===== config.mk =====
export PLATFORM = sky130hd
export DESIGN_NAME = instr_sequencer
export DESIGN_NICKNAME = d
export VERILOG_FILES = /design/src/rtl/seq_pkg.sv /design/src/rtl/seq_phase_gen.sv /design/src/rtl/seq_op_decode.sv /design/src/rtl/seq_irq_ctrl.sv /design/src/rtl/instr_sequencer.sv
export SDC_FILE = /design/constraint.sdc
export NUM_CORES = 1
export LEC_CHECK = 0
export BUFFER_PORTS_ARGS = -buffer_cell sky130_fd_sc_hd__buf_2
export CAP_MARGIN = 15
export CELL_PAD_IN_SITES_DETAIL_PLACEMENT = 1
export CELL_PAD_IN_SITES_GLOBAL_PLACEMENT = 2
export CORE_MARGIN = 5
export CORE_UTILIZATION = 29
export DETAILED_ROUTE_END_ITERATION = 10
export GPL_TIMING_DRIVEN = 0
export PLACE_DENSITY = 0.85
export SYNTH_ARGS = -nofsm -noshare
export SYNTH_HDL_FRONTEND = slang
export SYNTH_SLANG_ARGS = --single-unit

===== constraint.sdc =====
create_clock -name clk -period 2.4 [get_ports clk]
set_input_delay 0.12 -clock clk [delete_from_list [all_inputs] [get_ports clk]]
set_output_delay 0.12 -clock clk [all_outputs]
set_load 0.02 [all_outputs]

===== src/rtl/seq_pkg.sv =====
package seq_pkg;
  // opcode values decoded from instruction bits 14:12
  typedef enum logic [2:0] {
    OP_AND = 3'd0, OP_ADD = 3'd1, OP_LDA = 3'd2, OP_STA = 3'd3,
    OP_BUN = 3'd4, OP_BSA = 3'd5, OP_ISZ = 3'd6, OP_EXT = 3'd7
  } op_e;

  // register-reference selector bits
  localparam int RB_SIGN_CLR = 4;
  localparam int RB_SIGN_SET = 3;
  localparam int RB_AC_ZERO  = 2;
  localparam int RB_E_CLR    = 1;
  localparam int RB_HALT     = 0;
  // input/output selector bits
  localparam int IB_IN_FLAG  = 9;
  localparam int IB_OUT_FLAG = 8;
  localparam int IB_IEN_ON   = 7;
  localparam int IB_IEN_OFF  = 6;
endpackage


===== src/rtl/seq_phase_gen.sv =====
module seq_phase_gen #(
  parameter int SC_W = 4
) (
  input  logic                    clk,
  input  logic                    rst,
  input  logic                    run,
  input  logic                    sc_clr,
  output logic [(1<<SC_W)-1:0]    t
);
  localparam int NPH = 1 << SC_W;

  logic [SC_W-1:0] sc_q;

  always_ff @(posedge clk) begin
    if (rst)          sc_q <= '0;
    else if (!run)    sc_q <= sc_q;
    else if (sc_clr)  sc_q <= '0;
    else              sc_q <= sc_q + SC_W'(1);
  end

  for (genvar k = 0; k < NPH; k++) begin : g_dec
    assign t[k] = run && (sc_q == SC_W'(k));
  end


  phase_onehot_chk: assert property (@(posedge clk) disable iff (rst) $onehot0(t));
endmodule


===== src/rtl/seq_op_decode.sv =====
module seq_op_decode #(
  parameter int OPC_W = 3
) (
  input  logic [OPC_W-1:0]        opc,
  output logic [(1<<OPC_W)-1:0]   d
);
  localparam int NOP = 1 << OPC_W;

  for (genvar k = 0; k < NOP; k++) begin : g_dec
    assign d[k] = (opc == OPC_W'(k));
  end
endmodule


===== src/rtl/seq_irq_ctrl.sv =====
module seq_irq_ctrl (
  input  logic clk,
  input  logic rst,
  input  logic run,
  input  logic fetch_win,
  input  logic fgi,
  input  logic fgo,
  input  logic ien_on,
  input  logic ien_off,
  input  logic irq_done,
  output logic ien_q,
  output logic irq_q
);
  logic irq_req;
  assign irq_req = run && !fetch_win && ien_q && (fgi || fgo);

  always_ff @(posedge clk) begin
    if (rst)                       ien_q <= 1'b0;
    else if (irq_done || ien_off)  ien_q <= 1'b0;
    else if (ien_on)               ien_q <= 1'b1;
  end

  always_ff @(posedge clk) begin
    if (rst)           irq_q <= 1'b0;
    else if (irq_done) irq_q <= 1'b0;
    else if (irq_req)  irq_q <= 1'b1;
  end


  irq_window_chk: assert property (@(posedge clk) disable iff (rst)
    $rose(irq_q) |-> $past(ien_q) && !$past(fetch_win) && $past(run));

  irq_need_flag_chk: assert property (@(posedge clk) disable iff (rst)
    $rose(irq_q) |-> ($past(fgi) || $past(fgo)));
endmodule


===== src/rtl/instr_sequencer.sv =====
module instr_sequencer #(
  parameter int DATA_W = 16,
  parameter int ADDR_W = 12,
  parameter int SC_W   = 4,
  parameter int OPC_W  = 3
) (
  input  logic                     clk,
  input  logic                     rst,
  input  logic [DATA_W-1:0]        mem_rdata,
  input  logic [DATA_W-1:0]        ac_in,
  input  logic                     e_in,
  input  logic                     fgi,
  input  logic                     fgo,
  output logic [ADDR_W-1:0]        mem_addr,
  output logic                     mem_rd,
  output logic                     mem_wr,
  output logic [DATA_W-1:0]        mem_wdata,
  output logic [(1<<SC_W)-1:0]     t_phase,
  output logic [(1<<OPC_W)-1:0]    d_op,
  output logic                     ind_bit,
  output logic [DATA_W-1:0]        ir_q,
  output logic [DATA_W-1:0]        dr_q,
  output logic [ADDR_W-1:0]        pc_q,
  output logic                     rr_fire,
  output logic                     io_fire,
  output logic                     irq_cycle,
  output logic                     ien_q,
  output logic                     running
);
  import seq_pkg::*;

  localparam int IND_POS = DATA_W - 1;
  localparam int OPC_LSB = IND_POS - OPC_W;
  localparam int NOP     = 1 << OPC_W;
  localparam int PAD_W   = DATA_W - ADDR_W;

  function automatic logic [ADDR_W-1:0] addr_inc(input logic [ADDR_W-1:0] a);
    return a + ADDR_W'(1);
  endfunction

  function automatic logic rr_skip(input logic [DATA_W-1:0] ir,
                                   input logic [DATA_W-1:0] ac, input logic e);
    return (ir[RB_SIGN_CLR] && !ac[DATA_W-1]) || (ir[RB_SIGN_SET] && ac[DATA_W-1]) ||
           (ir[RB_AC_ZERO] && (ac == '0)) || (ir[RB_E_CLR] && !e);
  endfunction

  function automatic logic io_skip(input logic [DATA_W-1:0] ir, input logic fi, input logic fo);
    return (ir[IB_IN_FLAG] && fi) || (ir[IB_OUT_FLAG] && fo);
  endfunction

  logic [(1<<SC_W)-1:0] t;
  logic [NOP-1:0]       d;
  logic [ADDR_W-1:0]    pc_r, ar_r;
  logic [DATA_W-1:0]    ir_r, dr_r, tr_r;
  logic                 ind_r, s_r, irq_r, ien_r;
  logic                 sc_clr;

  // named events
  logic f0, f1, f2, i0, i1, i2, mref, ind_rd, rr_ex, io_ex;
  logic opnd_rd, sta4, bun4, bsa4, bsa5, isz5, isz6, alu5;
  logic halt, skip_any, ien_on, ien_off;

  seq_phase_gen #(.SC_W(SC_W)) u_phase (
    .clk(clk), .rst(rst), .run(s_r), .sc_clr(sc_clr), .t(t)
  );

  seq_op_decode #(.OPC_W(OPC_W)) u_dec (
    .opc(ir_r[OPC_LSB +: OPC_W]), .d(d)
  );

  seq_irq_ctrl u_irq (
    .clk(clk), .rst(rst), .run(s_r), .fetch_win(t[0] | t[1] | t[2]),
    .fgi(fgi), .fgo(fgo), .ien_on(ien_on), .ien_off(ien_off),
    .irq_done(i2), .ien_q(ien_r), .irq_q(irq_r)
  );

  always_comb begin
    f0      = !irq_r && t[0];
    f1      = !irq_r && t[1];
    f2      = !irq_r && t[2];
    i0      = irq_r && t[0];
    i1      = irq_r && t[1];
    i2      = irq_r && t[2];
    mref    = !d[OP_EXT];
    ind_rd  = t[3] && mref && ind_r;
    rr_ex   = t[3] && d[OP_EXT] && !ind_r;
    io_ex   = t[3] && d[OP_EXT] && ind_r;
    opnd_rd = t[4] && (d[OP_AND] || d[OP_ADD] || d[OP_LDA] || d[OP_ISZ]);
    alu5    = t[5] && (d[OP_AND] || d[OP_ADD] || d[OP_LDA]);
    sta4    = t[4] && d[OP_STA];
    bun4    = t[4] && d[OP_BUN];
    bsa4    = t[4] && d[OP_BSA];
    bsa5    = t[5] && d[OP_BSA];
    isz5    = t[5] && d[OP_ISZ];
    isz6    = t[6] && d[OP_ISZ];
    halt    = rr_ex && ir_r[RB_HALT];
    ien_on  = io_ex && ir_r[IB_IEN_ON];
    ien_off = io_ex && ir_r[IB_IEN_OFF];
    skip_any = (rr_ex && rr_skip(ir_r, ac_in, e_in)) ||
               (io_ex && io_skip(ir_r, fgi, fgo)) ||
               (isz6 && (dr_r == '0));
    sc_clr  = rr_ex || io_ex || alu5 || sta4 || bun4 || bsa5 || isz6 || i2;
  end

  always_comb begin
    mem_rd = f1 || ind_rd || opnd_rd;
    mem_wr = sta4 || bsa4 || isz6 || i1;
    if (sta4)      mem_wdata = ac_in;
    else if (bsa4) mem_wdata = {{PAD_W{1'b0}}, pc_r};
    else if (isz6) mem_wdata = dr_r;
    else           mem_wdata = tr_r;
  end

  always_ff @(posedge clk) begin
    if (rst)                  pc_r <= '0;
    else if (i1)              pc_r <= '0;
    else if (bun4 || bsa5)    pc_r <= ar_r;
    else if (f1 || i2 || skip_any) pc_r <= addr_inc(pc_r);
  end

  always_ff @(posedge clk) begin
    if (rst)          ar_r <= '0;
    else if (f0)      ar_r <= pc_r;
    else if (f2)      ar_r <= ir_r[ADDR_W-1:0];
    else if (ind_rd)  ar_r <= mem_rdata[ADDR_W-1:0];
    else if (i0)      ar_r <= '0;
    else if (bsa4)    ar_r <= addr_inc(ar_r);
  end

  always_ff @(posedge clk) begin
    if (rst) begin
      ir_r  <= '0;
      ind_r <= 1'b0;
      dr_r  <= '0;
      tr_r  <= '0;
    end else begin
      if (f1)      ir_r  <= mem_rdata;
      if (f2)      ind_r <= ir_r[IND_POS];
      if (opnd_rd) dr_r  <= mem_rdata;
      else if (isz5) dr_r <= dr_r + DATA_W'(1);
      if (i0)      tr_r  <= {{PAD_W{1'b0}}, pc_r};
    end
  end

  always_ff @(posedge clk) begin
    if (rst)       s_r <= 1'b1;
    else if (halt) s_r <= 1'b0;
  end

  assign mem_addr  = ar_r;
  assign t_phase   = t;
  assign d_op      = d;
  assign ind_bit   = ind_r;
  assign ir_q      = ir_r;
  assign dr_q      = dr_r;
  assign pc_q      = pc_r;
  assign rr_fire   = rr_ex;
  assign io_fire   = io_ex;
  assign irq_cycle = irq_r;
  assign ien_q     = ien_r;
  assign running   = s_r;


  mem_excl_chk: assert property (@(posedge clk) disable iff (rst) !(mem_rd && mem_wr));

  halt_hold_chk: assert property (@(posedge clk) disable iff (rst)
    !running |=> !running && $stable(pc_q) && (t_phase == '0) && !mem_rd && !mem_wr);

  irq_exit_chk: assert property (@(posedge clk) disable iff (rst)
    (irq_cycle && t_phase[2]) |=> !irq_cycle && !ien_q && t_phase[0] && (pc_q == ADDR_W'(1)));

  bun_target_chk: assert property (@(posedge clk) disable iff (rst)
    (t_phase[4] && d_op[OP_BUN]) |=> (pc_q == $past(mem_addr)) && t_phase[0]);

  isz_skip_chk: assert property (@(posedge clk) disable iff (rst)
    (t_phase[6] && d_op[OP_ISZ] && mem_wdata == '0) |=> pc_q == $past(pc_q) + ADDR_W'(1));
endmodule


==> results of run 1 <==
==> power by group through the flow <==
| stage | logic (uW) | registers [uW] | clock network, uW |
|---|---|---|---|
| floorplan | 452 | 1550 | 0 |
| global placement | 820 | 1500 | 0 |
| detailed placement | 846 | 1500 | 0 |
| CTS | 883 | 1480 | 1400 |
| global route | 967 | 1500 | 1460 |
| finish | 895 | 1490 | 1400 |
==> layer usage <==
| metal | wire length (um) | global-route usage | vias to the layer above |
|---|---|---|---|
| li1 | - | - | 2517 |
| met1 | 9010 | 0.283 | 2710 |
| met2 | 10500 | 0.383 | 171 |
| met3 | 1170 | 0.0452 | 34 |
| met4 | 507 | 0.0765 | 0 |
| met5 | 0 | 0 | - |
==> layout make-up <==
cell class	instances	area [sq um]	area share
buffer	44	265	0.0426
clock buffer	10	239	0.0384
clock inverter	5	52.6	0.00844
inverter	13	53.8	0.00864
multi-input combinational	469	3010	0.483
sequential	76	1530	0.246
tap	216	270	0.0434
timing repair buffer	153	810	0.130
==> worst max-delay path: cells and delay by family (launching register included) <==
kind	cells	cell delay [ps]
and+or+nand+nor	4	1040
buffers and inverters	2	330
adders and majority gates	1	160
AOI/OAI and AO/OA	2	390
DFF	1	390
==> flip-flops by register name, indices dropped and copies added (netlist names) <==
signal,count
ind_bit,1
ir_q,16
u_phase.sc_q,4
dr_q,16
pc_q,12
u_irq.irq_q,1
tr_r,12
mem_addr,12
u_irq.ien_q,1
running,1
==> per-stage QoR <==
step / cells / setup slack [ps]
after global placement: 961 / -425
after detailed placement: 961 / -437
after global routing: 986 / -81.3
after CTS: 980 / 3.35
final: 986 / 16.4
after floorplan: 606 / 7.99
==> layout by cell type, fill, tap and decap left out, types with 9 or more instances in the layout <==
cell type and instances:
clkbuf_16 9, buf_2 142, nand3_1 17, nor2_1 51
a22oi_1 13, and3_1 10, a21oi_1 39, mux2i_1 14
nand2_1 92, o21ai_0 38, buf_4 21, a211oi_1 15
dfxtp_1 74, clkbuf_1 19, and2_1 9, xor2_1 17
nor3_1 10, inv_1 9, xnor2_1 17
==> cell families after synthesis <==
family | Yosys count | share of synthesized area
and+or+nand+nor | 249 | 0.264
AOI/OAI and AO/OA | 163 | 0.235
DFF | 76 | 0.326
buffers and inverters | 61 | 0.0571
xor gates and xnor gates | 34 | 0.0639
muxes | 15 | 0.0325
adders and majority gates | 8 | 0.0215
==> final timing paths <==
kind / from / endpoint / slack, ps / cells past startpoint
worst max-delay path: u_phase.sc_q[0] / pc_q[9] / 20 / 9
worst min-delay path: mem_rdata[15] / ir_q[15] / 40 / 3
worst max register to register: u_phase.sc_q[0] / pc_q[9] / 20 / 9
worst min register to register: tr_r[2] / tr_r[2] / 460 / 2
==> what timing repair did <==
action / 4_1_cts / 5_1_grt
cloned: 0 / 0
resized for setup: 51 / 27
setup buffers: 6 / 8
pin swaps: 4 / 2
endpoints found under the setup margin: 63 / 41
==> summary.md, run 1 <==
| Metric | Value |
|---|---|
| Outcome | finished, final reports clean |
| Final WL | 21.2 mm |
| Rows | between 40 and 50 |
| Vias in the first global route | between 5,000 and 6,000 |
| Relative slew slack | 0.534 |
| Global-route wire length before repair | approximately 32 mm |
| Die height | 137 um |
| Port buffer count | 139 |
| Die width | 137 um |
| Synth Cell Area | 4660 sq um |
| Clock Latency Late Sink | 350 ps |
| Largest cells by area after synthesis | dfxtp_1, nand2_1, o21ai_0, a21oi_1, nor2_1 |
| Slew Viols, Final | 0 |
| Core area | between 15,000 and 20,000 sq um |
| Routed Antenna Nets | 0 |
| Critical path class | reg2reg |
| Drt drc | 0 |
| Worst Tran Pin Value | 699 ps |
| Area grow syn2layout | 33.5% |
| Hold_buf cts | 0 |
| I/O pin count | approximately 140 |
| Clk_skew | around 7.9 ps |
| CTS Sinks | 76 |
| Layout cells sized above 1 | 0.296 |
| Number of synthesized flops with an enable pin | 0 |
| Total grt overflow | 0 |
| Post-synthesis instance total | between 600 and 700 |
| Worst Setup Start Kind | register |
| Asr flop ratio synth | 0 |
| Final period demand of the worst path | 2380 ps |
| Worst-path fanout max | 10 |
| Core Util, Final | 0.393 |
| Net Sw Frac | 0.340 |
| Die area | approximately 19,000 sq um |
| Post-synth top area share | 0.326 |
| Fillcell total | 1,973 |
| Synthesized area per cell | 7.70 sq um |
| Area after DPL | ~5600 sq um |
| Commonest cells post-synth | nand2_1, dfxtp_1, nor2_1 |
| Pint | 2490 uW |
| CTS tree | built |
| Hpwl dp | 16.4 mm |
| Seq pwr share | 0.394 |
| Via count | around 5,400 |
| Final setup viols | 0 |
| Setup TNS | 0 ps |
| Static leakage | 0.00258 uW |
| Combinational share of power | 0.237 |
| CTS H-tree lvls | 3 |
| Clock tree buffer depth | 2 |
| Routed len/inst | around 22 um |
| Root Buffer | clkbuf_16 |
| Syn nets | 651 |
| Max-capacitance violation count | 0 |
| Critical path's slowest cell | or4_1 |
| Slowest stage delay, CP | 430 ps |
| WHS | 43.9 ps |
| Leading area contributor after synthesis | dfxtp_1 |
| Reg clk slew, reported paths | ~60 ps |
| Largest net degree at the start of global routing | 13 |
| Global Route Usage Sum | 0.225 |
| Post-synthesis sequential area ratio | 0.326 |
| Sw Pwr | 1290 uW |
| Fin nets | 811 |
| Most common cell in the netlist | nand2_1 |
| Post-route cell area | 6230 sq um |
| Final hold vios | 0 |
| Initial Util | 0.295 |
| Antenna violations before repair | 0 |
| Vias per cell | 5.51 |
| Clock power frac | 0.369 |
| Routability congestion estimate | 0.902 |
| Pwr dens | ~600 nW/um^2 |
| Unrepaired setup endpoints after global routing | yes |
| Hold crit path type | in2reg |
| CTS buffer count | 9 |
| Critical Path AT | between 2000 and 3000 ps |
| Synth cell types | 62 |
| TritonRoute pass-1 iters | 5 |
| Diodes inserted | 0 |
| Total power | 3780 uW |
| Maximum vdd drop | 372 uV |
| WP data required | roughly 2700 ps |
| Fmax achieved | 0.420 GHz |
| DR iter-0 viols | 423 |
| Tcrit/Tclk final | 0.993 |
| Setup crit end kind | register |
| Dominant synthesized flop cell | dfxtp_1 |
| FF+latch count, synth | between 70 and 80 |
| CP Cell Sequence | ha_4, nor4bb_2, buf_4, nor3b_4, a32o_2, buf_6, o2111ai_4, or4_1, nand3_1 |
| Synth Warn # | 0 |
(Power assumes the default switching activity.)
==> inputs of run 2 (changes only) <==
Settings changed: MAX_ROUTING_LAYER set to met4, PLACE_DENSITY 0.85 to 0.78, SYNTH_HIERARCHICAL set to 1.
==> run 2 against run 1 <==
Net effect:
- the run now ends with setup timing left
- register-to-register slack worse by 30 ps
- sequential power hardly changed
- combinational power is 6.4% higher
- hold slack worse by 24 ps
- die area is 4.1% higher
- clock skew is 0.89 ps higher
- largest power group is now clock
- clock power is 8% higher
- count of clock-buffer cells in the layout is 2 higher
- critical endpoint is now pc_q[4]
- synthesized cell count is 9.9% higher
- maximum frequency is 1.2% lower
- critical path depth stayed put
==> summary.md, run 2 <==
| Metric | Value |
|---|---|
| Outcome | complete, but fails checks |
| Failing checks | setup timing |
| Final setup viols | 1 |
| Rows | 47 |
| Antenna violations before repair | 0 |
| R2R cell count | 9 |
| Flop-to-flop setup slack | -10 ps |
| Initial Util | 0.295 |
| Root Buffer | clkbuf_16 |
| Most frequent cells in the layout | buf_2, nand2_1, dfxtp_1, a21oi_1, nor2_1 |
| Post-synthesis sequential area ratio | 0.312 |
| Sw Pwr | 1340 uW |
| Routability congestion estimate | 0.890 |
| Critical path class | reg2reg |
| Synth Warn # | 6 |
| Maximum vdd drop | 454 uV |
| Mux cell area share after synthesis | 0.00205 |
| Largest family of logic cells by synthesized area | simple AND/OR/NAND/NOR gates |
| Port buffer count | 140 |
| Fmax achieved | 0.415 GHz |
| Hold_buf cts | 0 |
| Number of synthesized flops with an enable pin | 0 |
| CTS H-tree lvls | 3 |
| Synthesized area per cell | about 7.3 sq um |
| Slew Viols, Final | 0 |
| Die area | 19,500 sq um |
| Fillcell total | 2,059 |
| Routed Antenna Nets | 0 |
| Diodes inserted | 0 |
| Min-delay src | mem_rdata[14] |
| Setup crit end kind | register |
| Clock tree buffer depth | 2 |
| Clk_skew | about 8.8 ps |
| Syn nets | 711 |
| Critical Path AT | 2650 ps |
| Total grt overflow | 0 |
| Hold Path Cell Cnt | 3 |
| Unrepaired setup endpoints after global routing | yes |
| TritonRoute pass-1 iters | 4 |
| Post-synthesis instance total | 666 |
| Hold crit path type | in2reg |
| Layout cells sized above 1 | 0.312 |
| Pwr dens | slightly above 600 nW/um^2 |
| CTS buffer count | 9 |
| Vias in the first global route | 6,038 |
| Core area | 16,500 sq um |
| Worst Setup Start Kind | register |
| Adder-cell share of the synthesized area | 0.0205 |
| Final WL | ~23 mm |
| Static leakage | 0.00271 uW |
| Largest cells by area after synthesis | dfxtp_1, nand2_1, a21oi_1, nor2_1, o21ai_0 |
| Dominant synthesized flop cell | dfxtp_1 |
| Fin nets | 876 |
| Drt drc | 0 |
| Synth cell types | 68 |
| Synth Cell Area | 4870 sq um |
| Hold Path Sink | ir_q[14] |
| Vias per cell | 5.62 |
| Largest net degree at the start of global routing | 13 |
| Clock Latency Late Sink | 340 ps |
| Max-capacitance violation count | 0 |
| Post-Synth Simple-Gate Area | 0.319 |
| CTS tree | built |
| Worst Tran Pin Value | 776 ps |
| R2r endpoint | pc_q[4] |
| Global-route wire length before repair | approximately 35 mm |
| Global Route Usage Sum | 0.237 |
| DR iter-0 viols | 348 |
| Total power | around 4000 uW |
| Most common cell in the netlist | nand2_1 |
| Seq pwr share | 0.378 |
| Final hold vios | 0 |
| Final worst setup slack | -12.1 ps |
| Final period demand of the worst path | 2410 ps |
| Routed len/inst | 22.0 um |
| Most common cell after layout, fill and taps aside | buf_2 |
| Commonest cells post-synth | nand2_1, dfxtp_1, a21oi_1 |
| Compound-Gate Fraction of Synth Area | 0.263 |
| Worst-path fanout max | 8 |
| Tcrit/Tclk final | 1.01 |
| Relative slew slack | 0.483 |
| Combinational share of power | 0.241 |
| I/O pin count | 141 |
| Hpwl dp | 17.8 mm |
| Net Sw Frac | 0.338 |
| Leading area contributor after synthesis | dfxtp_1 |
| Setup TNS | -12.1 ps |
| FF+latch count, synth | 76 |
| Clock power frac | 0.381 |
| CTS Sinks | 76 |
| Post-synth top area share | 0.312 |
| Critical R2R Launch | running |
| Die width | 140 um |
| Reg clk slew, reported paths | 60 ps |
| Area grow syn2layout | 34.3% |
| Via count | 5,938 |
| Die height | 140 um |
| Pint | 2610 uW |
| WP data required | 2630 ps |
| XOR/XNOR Fraction of Synth Area | 0.0252 |
| Asr flop ratio synth | 0 |
-- run 2: cell types whose count changed in the layout (fill, tap and decap cells not counted), sizes merged, moves of 10 or more --
cell    delta
a22oi     -11
mux2i     -13
xnor2     -11
nor2      -10
o22ai     +15
nand2     +40
a21oi     +16
and2      +10
a311oi    +13
a32oi     +12
-- run 2: cell families after synthesis --
logic type	count (synthesis)
AO/OA/AOI/OAI	191
XOR/XNOR	14
adder cells (fa/ha/maj)	8
buffers and inverters	64
flip-flops	76
multiplexers	1
AND/OR/NAND/NOR	312
-- run 2: through the flow --
stage	util	instances	cell area (sq um)	hold WS [ps]	setup WS [ps]
final	0.396	1056	6540	19.7	-12.1
after global routing	0.396	1056	6540	23.9	-123
after CTS	0.384	1045	6340	13.2	-34.3
after detailed placement	0.354	1026	5850	390	-503
after global placement	0.354	1026	5850	384	-455
after floorplan	-	666	4870	189	16.6
-- run 2: timing repair --
item / in CTS / in global routing
gates cloned: 0 / 0
gates resized for setup: 45 / 47
buffers inserted: 6 / 13
pin swaps: 4 / 21
setup endpoints to repair: 53 / 39
-- run 2: power by group through the flow --
stage	Sequential (uW)	Combinational, uW	Clock (uW)
floorplan	1550	474	0
global placement	1510	873	0
detailed placement	1520	892	0
CTS	1490	919	1530
global route	1500	1040	1590
finish	1490	952	1510
-- run 2: area by class of cell --
type	count	area, sq um	area share
Clock buffer	12	246	0.0377
Multi-Input combinational cell	526	3250	0.496
Buffer	47	265	0.0405
Timing Repair Buffer	159	850	0.130
Tap cell	220	275	0.0421
Inverter	12	47.5	0.00727
Sequential cell	76	1540	0.235
Clock inverter	4	72.6	0.0111
-- run 2: worst max-delay path: stages, from the launching register on --
cell,delay [ps]
dfxtp_4,400
inv_4,50
nor3_4,170
and2_4,190
nand3b_1,190
or4_4,610
o32ai_4,170
buf_6,190
o21ai_1,70
a32o_1,250
-- run 2: layer usage --
metal	global-route usage	wire [um]
met5	-	0
met4	0.0780	540
met3	0.0388	1070
met2	0.380	11100
met1	0.305	10500
-- run 2: worst max-delay path by stage --
stage | end | slack (ps) | from
floorplan | pc_q[0] | 20 | u_phase/sc_q[0]
global placement | pc_q[2] | -450 | u_phase/sc_q[0]
detailed placement | pc_q[2] | -500 | u_phase/sc_q[0]
CTS | pc_q[0] | -30 | u_phase/sc_q[1]
global route | pc_q[2] | -120 | running
finish | pc_q[4] | -10 | running
